==> config.mk <==
export PLATFORM = sky130hd
export DESIGN_NAME = obs_test_reg
export DESIGN_NICKNAME = d
export VERILOG_FILES = /design/src/rtl/obs_pkg.sv /design/src/rtl/obs_feedback.sv /design/src/rtl/obs_nextstate.sv /design/src/rtl/obs_test_reg.sv
export SDC_FILE = /design/constraint.sdc
export NUM_CORES = 1
export LEC_CHECK = 0
export BUFFER_PORTS_ARGS = -buffer_cell sky130_fd_sc_hd__clkbuf_2
export CORE_AREA = 2 2 39 41
export CTS_CLUSTER_SIZE = 8
export DETAILED_ROUTE_END_ITERATION = 10
export DIE_AREA = 0 0 41 43
export GPL_TIMING_DRIVEN = 0
export PLACE_DENSITY = 0.69
export REMOVE_ABC_BUFFERS = 1
export SYNTH_ARGS = -nofsm -noshare
export SYNTH_HDL_FRONTEND = slang
export SYNTH_SLANG_ARGS = --single-unit
export TNS_END_PERCENT = 5
==> constraint.sdc <==
create_clock -name clk -period 4 [get_ports clk]
set_clock_uncertainty 0.05 [all_clocks]
set_input_delay 1.2 -clock clk [delete_from_list [all_inputs] [get_ports clk]]
set_output_delay 1.2 -clock clk [all_outputs]
set_load 0.02 [all_outputs]
==> src/rtl/obs_pkg.sv <==
package obs_pkg;

    typedef enum logic [1:0] {
        MODE_SCAN = 2'b00,
        MODE_GEN  = 2'b01,
        MODE_LOAD = 2'b10,
        MODE_SIG  = 2'b11
    } obs_mode_e;

    function automatic obs_mode_e decode_mode(input logic b1, input logic b2);
        return obs_mode_e'({b1, b2});
    endfunction

endpackage

==> src/rtl/obs_feedback.sv <==
module obs_feedback #(
    parameter int unsigned        W    = 8,
    parameter logic [W-1:0]       TAPS = 8'hB8
) (
    input  logic [W-1:0] cur,
    output logic         fb
);
    logic [W:0] acc;

    assign acc[0] = 1'b0;

    for (genvar i = 0; i < W; i++) begin : g_tap
        if (TAPS[i]) begin : g_on
            assign acc[i+1] = acc[i] ^ cur[i];
        end else begin : g_off
            assign acc[i+1] = acc[i];
        end
    end

    assign fb = acc[W];
endmodule

==> src/rtl/obs_nextstate.sv <==
module obs_nextstate
    import obs_pkg::*;
#(
    parameter int unsigned  W    = 8,
    parameter logic [W-1:0] TAPS = 8'hB8,
    parameter logic [W-1:0] SEED = 8'h01
) (
    input  obs_mode_e    mode,
    input  logic [W-1:0] cur,
    input  logic [W-1:0] par_in,
    input  logic         scan_in,
    output logic [W-1:0] nxt
);
    localparam logic [W-1:0] ZERO = '0;

    logic         fb;
    logic [W-1:0] shifted_scan;
    logic [W-1:0] shifted_fb;
    logic         is_zero;

    obs_feedback #(.W(W), .TAPS(TAPS)) u_fb (
        .cur (cur),
        .fb  (fb)
    );

    assign shifted_scan = {cur[W-2:0], scan_in};
    assign shifted_fb   = {cur[W-2:0], fb};
    assign is_zero      = (cur == ZERO);

    always_comb begin
        nxt = cur;
        unique case (mode)
            MODE_SCAN: nxt = shifted_scan;
            MODE_GEN:  nxt = is_zero ? SEED : shifted_fb;
            MODE_LOAD: nxt = par_in;
            MODE_SIG:  nxt = shifted_fb ^ par_in;
            default:   nxt = cur;
        endcase
    end
endmodule

==> src/rtl/obs_test_reg.sv <==
module obs_test_reg
    import obs_pkg::*;
#(
    parameter int unsigned  W    = 8,
    parameter logic [W-1:0] TAPS = 8'hB8,
    parameter logic [W-1:0] SEED = 8'h01
) (
    input  logic         clk,
    input  logic         rst_n,
    input  logic         mode_b1,
    input  logic         mode_b2,
    input  logic [W-1:0] par_in,
    input  logic         scan_in,
    output logic [W-1:0] par_out,
    output logic         scan_out
);
    typedef struct packed {
        logic [W-1:0] stages;
    } reg_state_t;

    reg_state_t st_d, st_q;
    obs_mode_e  mode;
    logic [W-1:0] nxt;

    assign mode = decode_mode(mode_b1, mode_b2);

    obs_nextstate #(.W(W), .TAPS(TAPS), .SEED(SEED)) u_next (
        .mode    (mode),
        .cur     (st_q.stages),
        .par_in  (par_in),
        .scan_in (scan_in),
        .nxt     (nxt)
    );

    always_comb begin
        st_d        = st_q;
        st_d.stages = nxt;
    end

    always_ff @(posedge clk or negedge rst_n) begin
        if (!rst_n) begin
            st_q.stages <= SEED;
        end else begin
            st_q <= st_d;
        end
    end

    assign par_out  = st_q.stages;
    assign scan_out = st_q.stages[W-1];
endmodule

==> summary.txt <==
Run status
  • Outcome: complete, no violations

Clock network
  • CTS clock-pin slew for the worst setup and hold paths: 0.06 ns
  • Root buf cell: clkbuf_4
  • CTS tree: built
  • Setup repair bufs after CTS: 0
  • Later-pin clock latency in the skew report: 0.25 ns
  • Post-cts resize count: 0
  • CTS buffer count: 3
  • Clk sinks: 8
  • Hold-fix buffers at CTS: 0
  • Max H-tree Level: 1
  • CTS Buffer Depth: 2

Yosys
  • Top post-synthesis cells by count: nand2_1, a32o_1, dfrtp_1, o21ai_0
  • Ys async rst share: 100%
  • EDFF count, synth: 0
  • Synth Cell Area: 450 um^2
  • Post-synthesis sequential area ratio: 44.7%
  • Avg Cell Area, Syn: 10.0 um^2
  • Top FF cell, synth: dfrtp_1
  • Synth top area cells: dfrtp_1, a32o_1, nand2_1
  • Warnings from Yosys: 0
  • Yosys top cell area share: 38.9%
  • Synth Register Bits: 8
  • Biggest area consumer among synthesized cells: dfrtp_1
  • Distinct cells, synth: 18
  • Most common cell in the netlist: nand2_1
  • Mapped Cells: 45

Flow run
  • Max Cap Violations: 0

Finish
  • Post-layout util: 42.0%
  • Fin cells: 82
  • Final nets: 80
  • Non-Filler Cell Area, Final: 582 um^2
  • Fillcell total: 155
  • Share of cells above drive strength 1: 42.4%
  • Antenna Cells: 0
  • Register area: 201 um^2
  • Largest register FFs: 8
  • Area added between synthesis and finish: 29.2%
  • Area of the multi-input gates: 225 um^2

Global route
  • Vias in the first global route: 399
  • Antenna violations before repair: 0
  • GRT overflow: 0
  • Largest net degree at the start of global routing: 19
  • Global-route wire length before repair: 1640 um
  • Tot GR Track Use: 13.4%

Worst setup path
  • Reg2reg setup slack: 2.61 ns
  • Launching point of the worst reg2reg path: par_out[4]
  • Largest delay share family, worst path: flip-flops
  • Biggest cell delay along the critical path: 0.55 ns
  • Critical path launch point type: flip-flop
  • Critical path class: flip-flop to output port
  • Worst path required time: 2.75 ns
  • CP Cell Sequence: clkbuf_2
  • Worst path bufs/invs: 1
  • RR Endpoint: par_out[0]
  • Slowest cell on crit path: dfstp_2
  • CP Capture Type: output port
  • CP Max Fanout: 4
  • WP data arrival: 0.97 ns
  • Reg2Reg Depth: 4

STA
  • Final hold violation count: 0
  • Slew @ Worst Pin: 0.340 ns
  • RSZ-0062 raised after global routing: no
  • Fin Setup TNS: 0 ns
  • Final period util: 55.5%
  • Setup-failing EPs final: 0
  • Final min period: 2.22 ns
  • Slew HR: 77.1%
  • Slew Limit Fails: 0
  • Max Fclk: 450 MHz

Hold path
  • Hold Path End: par_out[3]
  • Hold Path Origin: par_out[2]
  • WHS Path Cells: 1
  • Hold WC Path Type: flip-flop to flip-flop

Pwr
  • Combinational Power Share: 33.6%
  • Clock power frac: 24.6%
  • Worst vdd ir: 0.168 mV
  • LEAKAGE: 0.264 nW
  • P_int: 0.176 mW
  • Pwr/cell area: 473 nW/um^2
  • Reg power frac: 41.7%
  • Switch share: 36.0%
  • Switching power total: 0.0989 mW

Floorplan
  • Rows: 14
  • Initial Util: 32.5%
  • Die area: 1760 um^2
  • Die Height: 43 um
  • I/O pins: 22
  • Core ar.: 1380 um^2
  • Die X: 41 um

Detailed routing
  • DRC: 0
  • Routed Antenna Nets: 0
  • 1st-iter DRT viols: 10
  • Overall routed net length: 1040 um
  • Vias/cell: 5.28
  • TritonRoute pass-1 iters: 3
  • Total number of vias: 433
  • Wire per inst: 12.6 um

Place
  • Global placer's final weighted congestion: 0.672
  • Input/output buffers: 21
  • Post-DP Area: 556 um^2
  • Post-placement cell count: 78
power groups by stage:
stage | registers [mW] | logic [mW] | clock network, mW
2_1_floorplan | 0.133 | 0.0422 | 0
3_3_place_gp | 0.115 | 0.0922 | 0
3_5_place_dp | 0.116 | 0.0940 | 0
4_1_cts | 0.115 | 0.0942 | 0.0694
5_1_grt | 0.117 | 0.101 | 0.0749
6_report | 0.115 | 0.0925 | 0.0677
stage by stage:
stage	total power, mW	worst slack, ns	hold WS (ns)
5_1_grt	0.293	1.74	0.540
2_1_floorplan	0.175	2.17	0.591
6_report	0.275	1.78	0.508
3_5_place_dp	0.210	1.93	0.477
3_3_place_gp	0.207	1.95	0.488
4_1_cts	0.278	1.77	0.506
placed cells by master, fill, tap and decap left out:
cell	n
xnor2_1	2
a211oi_1	1
a2111oi_2	1
nor2b_1	1
a32o_1	7
dfrtp_1	7
mux2i_1	1
dfstp_2	1
nor4_1	2
o21ai_1	2
inv_2	1
clkbuf_1	1
clkbuf_2	21
nand2_1	8
xor2_1	1
clkbuf_4	3
o21ai_0	5
a211oi_2	1
worst register-to-register path: stages, from the launching register on:
cell and delay [ns]:
dfrtp_1 0.43, xor2_1 0.19, xnor2_1 0.29, mux2i_1 0.13, a211oi_2 0.22
per-layer routing:
metal | part of all wire [%] | global-route usage [%] | vias to the layer above | wire (um)
li1 | - | - | 213 | -
met1 | 48 | 18.7 | 208 | 500
met2 | 46 | 19.1 | 10 | 481
met3 | 3.7 | 1.57 | 2 | 38
met4 | 1.4 | 8.00 | 0 | 14
met5 | 0 | 0 | - | 0
kinds of logic after synthesis:
family / Yosys count / synth area share (%)
XOR/XNOR: 3 / 5.83
multiplexers: 1 / 2.22
flip-flops: 8 / 44.7
buffers and inverters: 5 / 5.28
AO/OA/AOI/OAI: 17 / 31.1
AND/OR/NAND/NOR: 11 / 10.8
worst max path at each step:
stage / from / to / slack (ns) / cells past startpoint
after global routing: par_out[0] / par_out[0] / 1.74 / 1
final: par_out[0] / par_out[0] / 1.78 / 1
after floorplan: par_out[0] / par_out[0] / 2.17 / 0
after detailed placement: mode_b1 / par_out[0] / 1.93 / 4
after CTS: par_out[0] / par_out[0] / 1.77 / 1
after global placement: mode_b1 / par_out[0] / 1.95 / 4
final cells by class:
type | count | share of cell area [%]
repair buffers | 21 | 18.1
flip-flops and latches | 8 | 34.6
clock buffers | 4 | 4.52
inverters | 1 | 0.645
multi-input cells | 32 | 38.7
well taps | 16 | 3.44
Power figures use the tool's default switching activity.
